===== src/rtl/thermal_irq_pkg.sv =====
package thermal_irq_pkg;
  localparam int unsigned ADDR_W = 8;
  localparam int unsigned DATA_W = 16;

  localparam logic [ADDR_W-1:0] A_CTRL  = 8'h00;
  localparam logic [ADDR_W-1:0] A_WDOG  = 8'h01;
  localparam logic [ADDR_W-1:0] A_TMO   = 8'h02;
  localparam logic [ADDR_W-1:0] A_WST   = 8'h03;
  localparam logic [ADDR_W-1:0] A_UPM   = 8'h04;
  localparam logic [ADDR_W-1:0] A_LOM   = 8'h05;
  localparam logic [ADDR_W-1:0] A_CRM   = 8'h06;
  localparam logic [ADDR_W-1:0] A_UPC   = 8'h07;
  localparam logic [ADDR_W-1:0] A_LOC   = 8'h08;
  localparam logic [ADDR_W-1:0] A_CRC   = 8'h09;
  localparam logic [ADDR_W-1:0] A_UPS   = 8'h0A;
  localparam logic [ADDR_W-1:0] A_LOS   = 8'h0B;
  localparam logic [ADDR_W-1:0] A_CRS   = 8'h0C;
  localparam logic [ADDR_W-1:0] A_VAL   = 8'h0D;
  localparam logic [ADDR_W-1:0] CH_BASE = 8'h10;

  typedef enum logic [1:0] {
    F_UP   = 2'd0,
    F_LO   = 2'd1,
    F_CR   = 2'd2,
    F_TEMP = 2'd3
  } chan_field_e;

  typedef struct packed {
    logic up;
    logic lo;
    logic cr;
  } viol_t;
endpackage


===== src/rtl/thermal_chan.sv =====
module thermal_chan
  import thermal_irq_pkg::*;
#(
  parameter int unsigned TEMP_W     = 12,
  parameter int unsigned VALID_HOLD = 6,
  localparam int unsigned HOLD_W    = $clog2(VALID_HOLD + 1)
) (
  input  logic                     clk_i,
  input  logic                     rst_ni,
  input  logic                     smp_we_i,
  input  logic signed [TEMP_W-1:0] smp_temp_i,
  input  logic [2:0]               thr_we_i,    // {crit, lower, upper}
  input  logic signed [TEMP_W-1:0] thr_wdata_i,
  input  viol_t                    clr_i,
  output logic signed [TEMP_W-1:0] temp_o,
  output logic                     valid_o,
  output logic signed [TEMP_W-1:0] thr_up_o,
  output logic signed [TEMP_W-1:0] thr_lo_o,
  output logic signed [TEMP_W-1:0] thr_cr_o,
  output viol_t                    stat_o
);
  localparam logic signed [TEMP_W-1:0] T_MAX = {1'b0, {(TEMP_W-1){1'b1}}};
  localparam logic signed [TEMP_W-1:0] T_MIN = {1'b1, {(TEMP_W-1){1'b0}}};

  logic [HOLD_W-1:0]        hold_q;
  logic signed [TEMP_W-1:0] stage_q, temp_q;
  logic signed [TEMP_W-1:0] up_q, lo_q, cr_q;
  viol_t                    stat_q;

  // sample staging: new value committed when the hold window ends
  always_ff @(posedge clk_i or negedge rst_ni) begin
    if (!rst_ni) begin
      hold_q  <= '0;
      stage_q <= '0;
      temp_q  <= '0;
    end else if (smp_we_i) begin
      stage_q <= smp_temp_i;
      hold_q  <= HOLD_W'(VALID_HOLD);
    end else if (hold_q != '0) begin
      hold_q <= hold_q - 1'b1;
      if (hold_q == HOLD_W'(1)) temp_q <= stage_q;
    end
  end

  always_ff @(posedge clk_i or negedge rst_ni) begin
    if (!rst_ni) begin
      up_q <= T_MAX;
      lo_q <= T_MIN;
      cr_q <= T_MAX;
    end else begin
      if (thr_we_i[0]) up_q <= thr_wdata_i;
      if (thr_we_i[1]) lo_q <= thr_wdata_i;
      if (thr_we_i[2]) cr_q <= thr_wdata_i;
    end
  end

  always_ff @(posedge clk_i or negedge rst_ni) begin
    if (!rst_ni) begin
      stat_q <= '0;
    end else begin
      stat_q.up <= (temp_q >= up_q) & ~clr_i.up;
      stat_q.lo <= (temp_q <= lo_q) & ~clr_i.lo;
      stat_q.cr <= (temp_q >= cr_q) & ~clr_i.cr;
    end
  end

  assign temp_o   = temp_q;
  assign valid_o  = (hold_q == '0);
  assign thr_up_o = up_q;
  assign thr_lo_o = lo_q;
  assign thr_cr_o = cr_q;
  assign stat_o   = stat_q;

  p_valid_drop_r5: assert property (@(posedge clk_i) disable iff (!rst_ni)
    smp_we_i |=> !valid_o);
  p_temp_hold_r5: assert property (@(posedge clk_i) disable iff (!rst_ni)
    (!valid_o && !smp_we_i) |=> (valid_o || $stable(temp_o)));
  p_clr_up_r8: assert property (@(posedge clk_i) disable iff (!rst_ni)
    clr_i.up |=> !stat_o.up);
  p_clr_lo_r8: assert property (@(posedge clk_i) disable iff (!rst_ni)
    clr_i.lo |=> !stat_o.lo);
  p_clr_cr_r8: assert property (@(posedge clk_i) disable iff (!rst_ni)
    clr_i.cr |=> !stat_o.cr);
endmodule


===== src/rtl/thermal_wdog.sv =====
module thermal_wdog #(
  parameter int unsigned TMO_W = 16,
  parameter int unsigned CNT_W = 8
) (
  input  logic             clk_i,
  input  logic             rst_ni,
  input  logic             cycle_done_i,
  input  logic [TMO_W-1:0] timeout_i,
  input  logic             bark_clr_i,
  input  logic             cc_mask_i,
  input  logic             cc_clr_i,
  output logic             bark_o,
  output logic [CNT_W-1:0] bark_cnt_o,
  output logic             cc_evt_o
);
  logic [TMO_W-1:0] timer_q;
  logic [CNT_W-1:0] cnt_q;
  logic             bark_q, cc_q, wd_on, fire;

  assign wd_on = (timeout_i != '0);
  assign fire  = wd_on && !cycle_done_i && (timer_q >= timeout_i - 1'b1);

  always_ff @(posedge clk_i or negedge rst_ni) begin
    if (!rst_ni) begin
      timer_q <= '0;
      cnt_q   <= '0;
      bark_q  <= 1'b0;
      cc_q    <= 1'b0;
    end else begin
      if (cycle_done_i || !wd_on || fire) timer_q <= '0;
      else                                timer_q <= timer_q + 1'b1;
      if (fire && !(&cnt_q)) cnt_q <= cnt_q + 1'b1;
      bark_q <= bark_clr_i ? 1'b0 : (bark_q | fire);
      cc_q   <= cc_clr_i ? 1'b0 : (cc_q | (cycle_done_i & ~cc_mask_i));
    end
  end

  assign bark_o     = bark_q;
  assign bark_cnt_o = cnt_q;
  assign cc_evt_o   = cc_q;

  p_cnt_sat_r11: assert property (@(posedge clk_i) disable iff (!rst_ni)
    (&cnt_q) |=> (&cnt_q));
  p_cnt_step_r11: assert property (@(posedge clk_i) disable iff (!rst_ni)
    !bark_o |=> (cnt_q == $past(cnt_q) || cnt_q == $past(cnt_q) + 1'b1));
  p_bark_clr_r10: assert property (@(posedge clk_i) disable iff (!rst_ni)
    bark_clr_i |=> !bark_o);
  p_bark_sticky_r10: assert property (@(posedge clk_i) disable iff (!rst_ni)
    (bark_o && !bark_clr_i) |=> bark_o);
  p_wd_off_r10: assert property (@(posedge clk_i) disable iff (!rst_ni)
    (timeout_i == '0 && !bark_o) |=> !bark_o);
  p_cc_mask_r13: assert property (@(posedge clk_i) disable iff (!rst_ni)
    (cc_mask_i && !cc_evt_o) |=> !cc_evt_o);
endmodule


===== src/rtl/thermal_irq_ctrl.sv =====
module thermal_irq_ctrl
  import thermal_irq_pkg::*;
#(
  parameter int unsigned NUM_CH     = 4,
  parameter int unsigned TEMP_W     = 12,
  parameter int unsigned VALID_HOLD = 6,
  parameter int unsigned TMO_W      = 16,
  parameter int unsigned CNT_W      = 8,
  localparam int unsigned CH_W      = (NUM_CH > 1) ? $clog2(NUM_CH) : 1
) (
  input  logic                     clk_i,
  input  logic                     rst_ni,
  input  logic                     smp_we_i,
  input  logic [CH_W-1:0]          smp_ch_i,
  input  logic signed [TEMP_W-1:0] smp_temp_i,
  input  logic                     cycle_done_i,
  input  logic                     reg_we_i,
  input  logic [ADDR_W-1:0]        reg_addr_i,
  input  logic [DATA_W-1:0]        reg_wdata_i,
  output logic [DATA_W-1:0]        reg_rdata_o,
  output logic                     irq_uplow_o,
  output logic                     irq_crit_o
);
  localparam int unsigned SEL_W = ADDR_W - 2;

  logic [2:0]        int_en_q;
  logic              bark_clr_q, bark_mask_q, cc_clr_q, cc_mask_q;
  logic [TMO_W-1:0]  timeout_q;
  logic [NUM_CH-1:0] up_mask_q, lo_mask_q, cr_mask_q;
  logic [NUM_CH-1:0] up_clr_q, lo_clr_q, cr_clr_q;
  logic [NUM_CH-1:0] up_stat, lo_stat, cr_stat, valid_v;

  logic signed [TEMP_W-1:0] temp_a [NUM_CH];
  logic signed [TEMP_W-1:0] up_a   [NUM_CH];
  logic signed [TEMP_W-1:0] lo_a   [NUM_CH];
  logic signed [TEMP_W-1:0] cr_a   [NUM_CH];

  logic [ADDR_W-1:0] rel;
  logic [SEL_W-1:0]  ch_sel;
  logic [CH_W-1:0]   ch_idx;
  logic [1:0]        fld;
  logic              ch_hit;

  assign rel    = reg_addr_i - CH_BASE;
  assign ch_sel = rel[ADDR_W-1:2];
  assign fld    = rel[1:0];
  assign ch_idx = ch_sel[CH_W-1:0];
  assign ch_hit = (reg_addr_i >= CH_BASE) && (ch_sel < SEL_W'(NUM_CH));

  // control registers
  always_ff @(posedge clk_i or negedge rst_ni) begin
    if (!rst_ni) begin
      int_en_q    <= '0;
      bark_clr_q  <= 1'b0;
      bark_mask_q <= 1'b1;
      cc_clr_q    <= 1'b0;
      cc_mask_q   <= 1'b1;
      timeout_q   <= '0;
      up_mask_q   <= '1;
      lo_mask_q   <= '1;
      cr_mask_q   <= '1;
      up_clr_q    <= '0;
      lo_clr_q    <= '0;
      cr_clr_q    <= '0;
    end else if (reg_we_i) begin
      case (reg_addr_i)
        A_CTRL: int_en_q <= reg_wdata_i[2:0];
        A_WDOG: {cc_mask_q, cc_clr_q, bark_mask_q, bark_clr_q} <= reg_wdata_i[3:0];
        A_TMO:  timeout_q <= reg_wdata_i[TMO_W-1:0];
        A_UPM:  up_mask_q <= reg_wdata_i[NUM_CH-1:0];
        A_LOM:  lo_mask_q <= reg_wdata_i[NUM_CH-1:0];
        A_CRM:  cr_mask_q <= reg_wdata_i[NUM_CH-1:0];
        A_UPC:  up_clr_q  <= reg_wdata_i[NUM_CH-1:0];
        A_LOC:  lo_clr_q  <= reg_wdata_i[NUM_CH-1:0];
        A_CRC:  cr_clr_q  <= reg_wdata_i[NUM_CH-1:0];
        default: ;
      endcase
    end
  end

  for (genvar i = 0; i < NUM_CH; i++) begin : g_ch
    logic [2:0] thr_we;
    viol_t      clr_v, stat_v;
    logic       sel;

    assign sel       = reg_we_i && ch_hit && (ch_idx == CH_W'(i));
    assign thr_we[0] = sel && (fld == F_UP);
    assign thr_we[1] = sel && (fld == F_LO);
    assign thr_we[2] = sel && (fld == F_CR);
    assign clr_v.up  = up_clr_q[i];
    assign clr_v.lo  = lo_clr_q[i];
    assign clr_v.cr  = cr_clr_q[i];

    thermal_chan #(
      .TEMP_W     (TEMP_W),
      .VALID_HOLD (VALID_HOLD)
    ) u_chan (
      .clk_i       (clk_i),
      .rst_ni      (rst_ni),
      .smp_we_i    (smp_we_i && (smp_ch_i == CH_W'(i))),
      .smp_temp_i  (smp_temp_i),
      .thr_we_i    (thr_we),
      .thr_wdata_i (reg_wdata_i[TEMP_W-1:0]),
      .clr_i       (clr_v),
      .temp_o      (temp_a[i]),
      .valid_o     (valid_v[i]),
      .thr_up_o    (up_a[i]),
      .thr_lo_o    (lo_a[i]),
      .thr_cr_o    (cr_a[i]),
      .stat_o      (stat_v)
    );

    assign up_stat[i] = stat_v.up;
    assign lo_stat[i] = stat_v.lo;
    assign cr_stat[i] = stat_v.cr;
  end

  logic             bark, cc_evt;
  logic [CNT_W-1:0] bark_cnt;

  thermal_wdog #(
    .TMO_W (TMO_W),
    .CNT_W (CNT_W)
  ) u_wdog (
    .clk_i        (clk_i),
    .rst_ni       (rst_ni),
    .cycle_done_i (cycle_done_i),
    .timeout_i    (timeout_q),
    .bark_clr_i   (bark_clr_q),
    .cc_mask_i    (cc_mask_q),
    .cc_clr_i     (cc_clr_q),
    .bark_o       (bark),
    .bark_cnt_o   (bark_cnt),
    .cc_evt_o     (cc_evt)
  );

  function automatic logic [DATA_W-1:0] sext(input logic signed [TEMP_W-1:0] v);
    return {{(DATA_W-TEMP_W){v[TEMP_W-1]}}, v};
  endfunction

  always_comb begin
    reg_rdata_o = '0;
    if (ch_hit) begin
      case (fld)
        F_UP:    reg_rdata_o = sext(up_a[ch_idx]);
        F_LO:    reg_rdata_o = sext(lo_a[ch_idx]);
        F_CR:    reg_rdata_o = sext(cr_a[ch_idx]);
        default: reg_rdata_o = sext(temp_a[ch_idx]);
      endcase
    end else begin
      case (reg_addr_i)
        A_CTRL: reg_rdata_o[2:0] = int_en_q;
        A_WDOG: reg_rdata_o[3:0] = {cc_mask_q, cc_clr_q, bark_mask_q, bark_clr_q};
        A_TMO:  reg_rdata_o[TMO_W-1:0] = timeout_q;
        A_WST: begin
          reg_rdata_o[0]         = bark;
          reg_rdata_o[1]         = cc_evt;
          reg_rdata_o[8 +: CNT_W] = bark_cnt;
        end
        A_UPM:  reg_rdata_o[NUM_CH-1:0] = up_mask_q;
        A_LOM:  reg_rdata_o[NUM_CH-1:0] = lo_mask_q;
        A_CRM:  reg_rdata_o[NUM_CH-1:0] = cr_mask_q;
        A_UPC:  reg_rdata_o[NUM_CH-1:0] = up_clr_q;
        A_LOC:  reg_rdata_o[NUM_CH-1:0] = lo_clr_q;
        A_CRC:  reg_rdata_o[NUM_CH-1:0] = cr_clr_q;
        A_UPS:  reg_rdata_o[NUM_CH-1:0] = up_stat;
        A_LOS:  reg_rdata_o[NUM_CH-1:0] = lo_stat;
        A_CRS:  reg_rdata_o[NUM_CH-1:0] = cr_stat;
        A_VAL:  reg_rdata_o[NUM_CH-1:0] = valid_v;
        default: ;
      endcase
    end
  end

  logic up_src, lo_src, cr_src;
  assign up_src = |(up_stat & ~up_mask_q);
  assign lo_src = |(lo_stat & ~lo_mask_q);
  assign cr_src = |(cr_stat & ~cr_mask_q);

  assign irq_uplow_o = (int_en_q[0] & up_src) | (int_en_q[1] & lo_src);
  assign irq_crit_o  = int_en_q[2] &
                       (cr_src | (bark & ~bark_mask_q) | (cc_evt & ~cc_mask_q));

  logic unused_bits;
  assign unused_bits = ^{reg_wdata_i, ch_sel};

  p_irq_off_r7: assert property (@(posedge clk_i) disable iff (!rst_ni)
    (int_en_q == 3'b000) |-> (!irq_uplow_o && !irq_crit_o));
  p_mask_uplow_r6: assert property (@(posedge clk_i) disable iff (!rst_ni)
    ((&up_mask_q) && (&lo_mask_q)) |-> !irq_uplow_o);
  p_bark_mask_r12: assert property (@(posedge clk_i) disable iff (!rst_ni)
    (bark_mask_q && cc_mask_q && (&cr_mask_q)) |-> !irq_crit_o);
endmodule


===== config.mk =====
export PLATFORM = sky130hd
export DESIGN_NAME = thermal_irq_ctrl
export DESIGN_NICKNAME = d
export VERILOG_FILES = /design/src/rtl/thermal_irq_pkg.sv /design/src/rtl/thermal_chan.sv /design/src/rtl/thermal_wdog.sv /design/src/rtl/thermal_irq_ctrl.sv
export SDC_FILE = /design/constraint.sdc
export NUM_CORES = 1
export LEC_CHECK = 0
export BUFFER_PORTS_ARGS = -buffer_cell sky130_fd_sc_hd__buf_4
export CAP_MARGIN = 10
export CORE_UTILIZATION = 40
export DETAILED_ROUTE_END_ITERATION = 10
export MAX_ROUTING_LAYER = met4
export PLACE_DENSITY_LB_ADDON = 0.2
export SYNTH_ARGS = -nofsm -noshare
export SYNTH_HDL_FRONTEND = slang
export SYNTH_SLANG_ARGS = --single-unit

===== constraint.sdc =====
create_clock -name clk_i -period 3.55 [get_ports clk_i]
set_input_delay 0.355 -clock clk_i [delete_from_list [all_inputs] [get_ports clk_i]]
set_output_delay 0.355 -clock clk_i [all_outputs]
set_load 0.02 [all_outputs]

==> results.sh <==
export IMPL_cp_num_buf_inv=1
export IMPL_cts_sinks=337
export IMPL_worstSetupStartpointType="register"
export IMPL_synthCells=1739
export IMPL_synth_nets=1957
export IMPL_slew_headroom=0.440
export IMPL_post_route_period_util=0.926
export IMPL_synth_warnings=0
export IMPL_portBuffers=60
export IMPL_final_nets=2025
export IMPL_dr_pass1_iters=5
export IMPL_grt_pass1_vias=14200
export IMPL_syn_area_um2=19500
export IMPL_gp_congestion=0.909
export IMPL_maxCapViolations=0
export IMPL_area_growth_pct=13.7
export IMPL_drc=0
export IMPL_drtIter0Drc=1159
export IMPL_placementRows=80
export IMPL_cts_resized=0
export IMPL_synth_top_area_frac=0.297
export IMPL_clkTransAtPathRegs_ns=0.06
export IMPL_layout_commonest_cell="dfrtp_1"
export IMPL_yosysTopAreaCell="dfrtp_1"
export IMPL_die_w_um=223
export IMPL_outcome="complete, no violations"
export IMPL_crit_type="register to register"
export IMPL_cts_buffer_depth=3
export IMPL_setup_viol=0
export IMPL_crit_family="simple AND/OR/NAND/NOR gates"
export IMPL_async_flop_share=1.00
export IMPL_mostFrequentLayoutCells="dfrtp_1, mux2_2, inv_1"
export IMPL_worstPathRequired_ns=4.02
export IMPL_drtAntennaViolNets=0
export IMPL_die_h_um=223
export IMPL_path_cells="or3_1 -> nor3_2 -> nand2b_1 -> or2_1 -> nor4_1 -> xnor2_1 -> ha_1 -> nand4_1 -> a211o_1 -> nand3_1 -> buf_4 -> and4_1 -> xor2_1"
export IMPL_dp_final_hpwl_um=41500
export IMPL_cts_made_buffers=40
export IMPL_rsz0062_at_grt="no"
export IMPL_fmax_ghz=0.304
export IMPL_timing_final_max_slew_violations=0
export IMPL_layout_drive_gt1_share=0.289
export IMPL_drt_total_wl_um=55300
export IMPL_post_cts_buffers=0
export IMPL_fin_setup_tns_ns=0
export IMPL_grt_max_degree=81
export IMPL_power_mw=13.7
export IMPL_synth_distinct_cells=72
export IMPL_cts_tree="yes"
export IMPL_synth_edf_count=0
export IMPL_antenna_found_initial=1
export IMPL_grt_pass1_wl_um=85600
export IMPL_placeableCoreArea_um2=47800
export IMPL_synth_area_top_cells="dfrtp_1, dfstp_2, ha_1, mux2_2, mux4_2"
export IMPL_ys_ff_latch=337
export IMPL_ios=61
export IMPL_die_area_um2=49500
export IMPL_cp_max_fo=8
export IMPL_min_path_type="primary input to register"
export IMPL_worst_skew_pair_late_latency_ns=0.57
export IMPL_grt_overflow=0
export IMPL_viasPerCell=5.62
export IMPL_h_tree_depth=2
export IMPL_hold_viol_final=0
export IMPL_cp_slowest_cell="or3_1"
export IMPL_vias=13800
export IMPL_clock_skew_ns=0.0159
export IMPL_seq_area_frac_synth=0.440
export IMPL_cts_root_buf="clkbuf_16"
export IMPL_tightest_slew_ns=0.838
export IMPL_endpoint_kind="register"
export IMPL_arrival_ns=3.76
export IMPL_power_leakage_nw=10.6
export IMPL_syn_avg_cell_area_um2=11.2
export IMPL_post_drt_wl_per_cell_um=22.5
export IMPL_period_minus_slack_ns=3.29
export IMPL_p_per_area_nw_per_um2=619
export IMPL_synthFlopType="dfrtp_1"
export IMPL_initial_core_util=0.407
export IMPL_vdd_drop_max_v=0.000349
export IMPL_max_stage_delay_ns=0.40
export IMPL_grt_usage=0.236
-- synthesized netlist by cell type, types with 5 or more instances --
cell	n
a31oi_1	8
mux4_2	49
o22ai_1	7
dfrtp_1	231
nor3_1	10
nor4_1	6
nand3b_1	5
a211oi_1	18
a22o_1	7
and2_1	7
and4_1	5
a21oi_1	38
nand2_1	143
nand2b_1	20
nand3_1	33
nand4_1	25
o31ai_1	7
ha_1	175
buf_1	9
inv_1	181
mux2i_1	7
nor2_1	68
clkbuf_1	44
xor2_1	14
and3_1	16
nor2b_1	9
mux2_2	193
dfstp_2	106
xnor2_1	24
o21ai_0	143
buf_2	17
mux4_1	12
a21o_1	29
-- timing repair --
item,CTS,global route
endpoints found under the hold margin,41,0
hold buffers,1,0
endpoints found under the setup margin,0,0
-- per-layer routing --
| metal | vias to the layer above | wire length, um | share of wire | track usage |
|---|---|---|---|---|
| met3 | 89 | 3000 | 0.054 | 0.0391 |
| li1 | 6358 | - | - | - |
| met1 | 6949 | 25400 | 0.46 | 0.320 |
| met2 | 394 | 25300 | 0.46 | 0.362 |
| met5 | - | 0 | 0 | - |
| met4 | 0 | 1630 | 0.029 | 0.0716 |
-- power breakdown --
group	switching, mW	internal (mW)	total [mW]
Sequential	0.897	4.57	5.46
Combinational	1.91	1.73	3.64
Clock	1.71	2.88	4.59
Total	4.51	9.18	13.7
-- registers in the layout (all words and copies together), names as in the netlist, 8 cells and up --
register	cells
g_ch.u_chan.hold_q	12
g_ch.u_chan.stage_q	48
g_ch.u_chan.stat_o	12
g_ch.u_chan.temp_o	48
g_ch.u_chan.thr_cr_o	48
g_ch.u_chan.thr_lo_o	48
g_ch.u_chan.thr_up_o	48
timeout_q	16
u_wdog.bark_cnt_o	8
u_wdog.timer_q	16
-- metrics by stage --
stage	instances	cell area (um^2)	util	hold WS (ns)	setup WS (ns)
after floorplan	1739	19500	-	0.0594	0.424
after global placement	2379	20700	0.432	0.360	0.364
after detailed placement	2379	20700	0.432	0.358	0.255
after CTS	2453	22100	0.462	0.00927	0.242
after global routing	2454	22100	0.463	0.0154	0.0522
final	2455	22100	0.463	0.0357	0.262
-- final timing paths --
path | cells past startpoint | to | slack [ns] | startpoint
min reg2reg | 1 | u_wdog.cc_evt_o | 0.47 | cc_clr_q
min | 2 | timeout_q[14] | 0.04 | reg_wdata_i[14]
min in group asynchronous | 2 | u_wdog.timer_q[13] | 0.31 | rst_ni
max | 13 | u_wdog.bark_cnt_o[3] | 0.26 | timeout_q[2]
max in group asynchronous | 3 | g_ch[0].u_chan.stage_q[2] | 2.09 | rst_ni
max reg2reg | 13 | u_wdog.bark_cnt_o[3] | 0.26 | timeout_q[2]
-- cell type report --
| class | count | area, um^2 |
|---|---|---|
| clock inverter | 18 | 333 |
| fill | 4413 | 25700 |
| clock buffer | 55 | 1130 |
| timing repair buffer | 104 | 828 |
| sequential | 337 | 8570 |
| antenna | 2 | 5.00 |
| tap | 615 | 769 |
| inverter | 182 | 683 |
| multi-input combinational | 1142 | 9820 |
-- kinds of logic after synthesis --
logic type | after synthesis | share of synthesized area
simple gates | 369 | 0.0926
flops | 337 | 0.440
compound gates | 298 | 0.0936
mux | 262 | 0.189
buf+inv | 260 | 0.0550
fa+ha+maj | 175 | 0.113
xor+xnor | 38 | 0.0171
(Power assumes the default switching activity.)
